## src/rtl/ddr_colgen_pkg.sv

```systemverilog
package ddr_colgen_pkg;

    localparam int OFS_W = 3;

    localparam logic [2:0] CODE_BL2 = 3'b001;
    localparam logic [2:0] CODE_BL4 = 3'b010;
    localparam logic [2:0] CODE_BL8 = 3'b011;

    typedef enum logic {
        ORD_SEQ = 1'b0,
        ORD_XOR = 1'b1
    } order_e;

    typedef struct packed {
        logic [1:0] len_log2;
        order_e     order;
    } burst_cfg_t;

    function automatic logic code_is_reserved(input logic [2:0] code);
        return !(code == CODE_BL2 || code == CODE_BL4 || code == CODE_BL8);
    endfunction

    function automatic logic [1:0] code_to_log2(input logic [2:0] code);
        logic [1:0] l;
        case (code)
            CODE_BL4: l = 2'd2;
            CODE_BL8: l = 2'd3;
            default:  l = 2'd1;
        endcase
        return l;
    endfunction

    function automatic logic [OFS_W-1:0] len_mask(input logic [1:0] len_log2);
        logic [OFS_W-1:0] m;
        case (len_log2)
            2'd2:    m = 3'b011;
            2'd3:    m = 3'b111;
            default: m = 3'b001;
        endcase
        return m;
    endfunction

    function automatic logic [OFS_W-1:0] beat_offset(
        input order_e           order,
        input logic [OFS_W-1:0] start_low,
        input logic [OFS_W-1:0] beat,
        input logic [OFS_W-1:0] mask
    );
        logic [OFS_W-1:0] o;
        if (order == ORD_XOR) o = start_low ^ beat;
        else                  o = start_low + beat;
        return o & mask;
    endfunction

endpackage

```

## src/rtl/ddr_colgen_decode.sv

```systemverilog
module ddr_colgen_decode
    import ddr_colgen_pkg::*;
(
    input  logic [2:0]  code_i,
    input  logic        order_i,
    output burst_cfg_t  cfg_o,
    output logic        reserved_o
);

    always_comb begin
        cfg_o.len_log2 = code_to_log2(code_i);
        cfg_o.order    = order_e'(order_i);
        reserved_o     = code_is_reserved(code_i);
    end

endmodule

```

## src/rtl/ddr_colgen_seq.sv

```systemverilog
module ddr_colgen_seq
    import ddr_colgen_pkg::*;
(
    input  logic             clk,
    input  logic             rst,
    input  logic             start_i,
    input  logic             term_i,
    input  burst_cfg_t       cfg_i,
    output burst_cfg_t       cfg_q_o,
    output logic [OFS_W-1:0] beat_o,
    output logic [OFS_W-1:0] mask_o,
    output logic             active_o,
    output logic             last_o
);

    burst_cfg_t       cfg_q;
    logic [OFS_W-1:0] beat_q;
    logic             active_q;
    logic [OFS_W-1:0] mask;
    logic             at_end;

    assign mask   = len_mask(cfg_q.len_log2);
    assign at_end = active_q && (beat_q == mask);

    always_ff @(posedge clk) begin
        if (rst) begin
            active_q       <= 1'b0;
            beat_q         <= '0;
            cfg_q.len_log2 <= 2'd1;
            cfg_q.order    <= ORD_SEQ;
        end else if (start_i) begin
            active_q <= 1'b1;
            beat_q   <= '0;
            cfg_q    <= cfg_i;
        end else if (term_i) begin
            active_q <= 1'b0;
        end else if (active_q) begin
            if (at_end) active_q <= 1'b0;
            else        beat_q   <= beat_q + 1'b1;
        end
    end

    assign cfg_q_o  = cfg_q;
    assign beat_o   = beat_q;
    assign mask_o   = mask;
    assign active_o = active_q;
    assign last_o   = at_end;

endmodule

```

## src/rtl/ddr_colgen_addr.sv

```systemverilog
module ddr_colgen_addr
    import ddr_colgen_pkg::*;
#(
    parameter int COL_W = 10
) (
    input  logic             clk,
    input  logic             rst,
    input  logic             start_i,
    input  logic [COL_W-1:0] start_col_i,
    input  order_e           order_i,
    input  logic [OFS_W-1:0] beat_i,
    input  logic [OFS_W-1:0] mask_i,
    output logic [COL_W-1:0] col_o
);

    localparam int UP_W = COL_W - OFS_W;

    logic [COL_W-1:0] base_q;
    logic [OFS_W-1:0] low_start;
    logic [OFS_W-1:0] low_beat;

    always_ff @(posedge clk) begin
        if (rst)          base_q <= '0;
        else if (start_i) base_q <= start_col_i;
    end

    assign low_start = base_q[OFS_W-1:0];
    assign low_beat  = beat_offset(order_i, low_start, beat_i, mask_i);

    assign col_o = {base_q[COL_W-1 -: UP_W], (low_start & ~mask_i) | low_beat};

endmodule

```

## src/rtl/ddr_colgen.sv

```systemverilog
module ddr_colgen
    import ddr_colgen_pkg::*;
#(
    parameter int COL_W = 10
) (
    input  logic             clk,
    input  logic             rst,
    input  logic             start_i,
    input  logic [COL_W-1:0] start_col_i,
    input  logic [2:0]       bl_code_i,
    input  logic             order_i,
    input  logic             term_i,
    output logic [COL_W-1:0] col_o,
    output logic             valid_o,
    output logic             last_o,
    output logic             bl_err_o
);

    burst_cfg_t       cfg_new;
    burst_cfg_t       cfg_run;
    logic             reserved;
    logic [OFS_W-1:0] beat;
    logic [OFS_W-1:0] mask;
    logic             err_q;

    ddr_colgen_decode u_decode (
        .code_i     (bl_code_i),
        .order_i    (order_i),
        .cfg_o      (cfg_new),
        .reserved_o (reserved)
    );

    ddr_colgen_seq u_seq (
        .clk      (clk),
        .rst      (rst),
        .start_i  (start_i),
        .term_i   (term_i),
        .cfg_i    (cfg_new),
        .cfg_q_o  (cfg_run),
        .beat_o   (beat),
        .mask_o   (mask),
        .active_o (valid_o),
        .last_o   (last_o)
    );

    ddr_colgen_addr #(.COL_W(COL_W)) u_addr (
        .clk         (clk),
        .rst         (rst),
        .start_i     (start_i),
        .start_col_i (start_col_i),
        .order_i     (cfg_run.order),
        .beat_i      (beat),
        .mask_i      (mask),
        .col_o       (col_o)
    );

    always_ff @(posedge clk) begin
        if (rst)                      err_q <= 1'b0;
        else if (start_i && reserved) err_q <= 1'b1;
    end

    assign bl_err_o = err_q;

endmodule

```

## config.mk

```make
export PLATFORM = sky130hd
export DESIGN_NAME = ddr_colgen
export DESIGN_NICKNAME = d
export VERILOG_FILES = /design/src/rtl/ddr_colgen_pkg.sv /design/src/rtl/ddr_colgen_decode.sv /design/src/rtl/ddr_colgen_seq.sv /design/src/rtl/ddr_colgen_addr.sv /design/src/rtl/ddr_colgen.sv
export SDC_FILE = /design/constraint.sdc
export NUM_CORES = 1
export LEC_CHECK = 0
export BUFFER_PORTS_ARGS = -buffer_cell sky130_fd_sc_hd__buf_2
export CAP_MARGIN = 5
export CORE_MARGIN = 2
export CORE_UTILIZATION = 52
export DETAILED_ROUTE_END_ITERATION = 16
export HOLD_SLACK_MARGIN = 0.02
export PLACE_DENSITY = 0.82
export SETUP_SLACK_MARGIN = 0.5
export SLEW_MARGIN = 20
export SYNTH_ARGS = -nofsm -noshare
export SYNTH_HDL_FRONTEND = slang
export SYNTH_SLANG_ARGS = --single-unit
```

## constraint.sdc

```tcl
create_clock -name clk -period 3.5 [get_ports clk]
set_input_delay 0.7 -clock clk [delete_from_list [all_inputs] [get_ports clk]]
set_output_delay 0.7 -clock clk [all_outputs]
set_load 0.02 [all_outputs]
```

==> results.yml <==
status:
  status: "complete, no violations"
logic_synthesis:
  netlist_instances: 96
  ys_top_cells_by_area: "dfxtp_1 40%, mux2i_1 13%, nor2_1 6.2%"
  syn_area_sq_um: 910.9
  synth_edf_count: 0
  synth_top_area_share_pct: 39.56
  synth-seq-area-share_pct: 39.56
  syn-num-nets: 118
  ys_seq_elements: 18
  yosys.area.top_type: "dfxtp_1"
  synthArstFlopShare_pct: 0
  ys_types: 33
  syn-mean-instance-area_sq_um: 9.488
  ys.flop_type: "dfxtp_1"
  yosys_warnings: 0
sta:
  max_freq_mhz: 387.0
  totalNegativeSetupSlack_ps: 0
  relSlewSlack_pct: 72.69
  finalWorstSetupSlack_ps: 916.1
  finClkSkew_ps: 2.312
  final_max_slew_viol_count: 0
  finalCritPeriodShare_pct: 73.83
  hold_violations: 0
  worstMarginPinSlew_ps: 409.7
  fin_crit_ps: 2584
  final-setup-viol-count: 0
  rsz0062_at_grt: "no"
clock_tree:
  clkSlewWorstSetupHoldPaths_ps: 100
  cts_buffers: 3
  root_buffer: "clkbuf_4"
  clock_sinks: 18
  clock_latency_ps: 290
  cts_max_path_buffers: 2
  cts_hold_buffers: 0
  post_cts_buffers: 0
  cts_tree: "yes"
  ctsResizeCount: 0
  htree_levels: 1
placement:
  place_congestion: 0.7639
  dpl_cell_area_sq_mm: 0.001001
  dp_slack_ps: 1251
  hpwl_microns: 1227
  port_buffers: 30
cells_and_area:
  final_cell_mix: "30 x buf_2, 18 x dfxtp_1, 15 x nor2_1"
  area_delta_synth_final_pct: 12.36
  fin_nets: 141
  layout_commonest_cell: "buf_2"
  nFillCells: 145
  drive_above_1_share_pct: 31.62
  fin_area_sq_mm: 0.001023
  antenna_cells: 0
detailed_routing:
  dr.max_layer_used: "met4"
  wl_per_cell_microns: 12.61
  dr_wl_met3_microns: 77
  wl_met1_microns: 731
  met2_length_microns: 859
  viasPerCell: 5.493
  dr.pass1.iters: 4
  vias: 736
  wl_microns: 1690
  ant_nets: 0
  dr.first_iter.drc_count: 15
  route.detailed.drc: 0
die:
  core_area_sq_mm: 0.001689
  die_w_microns: 45.86
  dieArea_sq_mm: 0.002103
  initial_utilization_pct: 53.93
  placementRows: 15
  ios: 31
  die_y_microns: 45.86
grt:
  antenna_found_initial: 0
  track_usage_pct: 18.00
  grt_overflow: 0
  grt_max_degree: 18
  grt_pass1_wl_microns: 2725
  grt_pass1_vias: 642
worst_setup_path:
  crit_path_start_kind: "flip-flop"
  worstPathArrival_ps: 1880
  cp_max_fo: 5
  end_kind: "primary output"
  critPathKind: "reg -> out"
  required_ps: 2800
worst_hold_path:
  hp-class: "reg -> reg"
pwr:
  power.leakage_nw: 0.4936
  irDropWorstVdd_mv: 0.2054
  power_density_mw_per_mm2: 379.3
  total_power_uw: 388.3
job:
  drv_cap: 0
-- path summary, 6_finish.rpt --
path,from,end,slack (ps),cells after the start
max,u_seq.beat_o[0],col_o[2],920,7
min,u_addr.base_q[8],u_addr.base_q[8],500,2
max reg2reg,u_seq.beat_o[1],u_seq.active_o,2170,4
min reg2reg,u_addr.base_q[8],u_addr.base_q[8],500,2
-- logic make-up after synthesis --
group	synth area share, %
flip-flops	39.56
AO/OA/AOI/OAI	10.44
multiplexers	13.19
XOR/XNOR	2.885
AND/OR/NAND/NOR	17.86
buffers and inverters	9.753
adder cells (fa/ha/maj)	6.319
-- critical path, stage by stage, from the launching register on --
cell and delay, ps:
dfxtp_1 360, ha_1 230, fa_1 360, nand2b_1 90, xnor2_1 120, nand3_1 110
xnor2_1 140, buf_2 180
-- area by class of cell --
cell class	instances	area, sq um	area share [%]
clock buffer	3	22.52	2.200
multi-input combinational	64	461.7	45.11
tap	17	21.27	2.078
timing repair buffer	30	150.1	14.67
sequential	18	360.3	35.21
inverter	2	7.507	0.7335
-- layer usage --
layer  vias to the layer above  GRT usage (%)
li1                        365              -
met3                         3          2.778
met1                       348          22.38
met2                        20          30.00
met4                         0          8.571
met5                         -              0
-- through the flow --
step / util, % / hold WS (ps) / instances
5_1_grt: 60.59 / 547.9 / 134
4_1_cts: 60.59 / 507.4 / 134
3_3_place_gp: 59.26 / 445.6 / 131
3_5_place_dp: 59.26 / 482.3 / 131
2_1_floorplan: - / 461.7 / 96
6_report: 60.59 / 497.4 / 134
-- Yosys cell counts, types with 3 or more instances --
master,count
dfxtp_1,18
a21oi_1,4
nor2_1,15
nand2_1,4
ha_1,3
buf_4,7
mux2i_1,12
-- registers in the layout, indices dropped and copies added, names as in the netlist --
signal	count
u_seq.beat_o	3
u_addr.base_q	10
u_seq.cfg_q_o	3
u_seq.active_o	1
bl_err_o	1
-- power breakdown --
part	total [mW]	internal (mW)	switching, mW
clock	0.104	0.0401	0.0635
sequential	0.222	0.215	0.00716
combinational	0.0626	0.0277	0.0349
total	0.388	0.283	0.106
No activity file was read; power rests on OpenSTA's default activity.
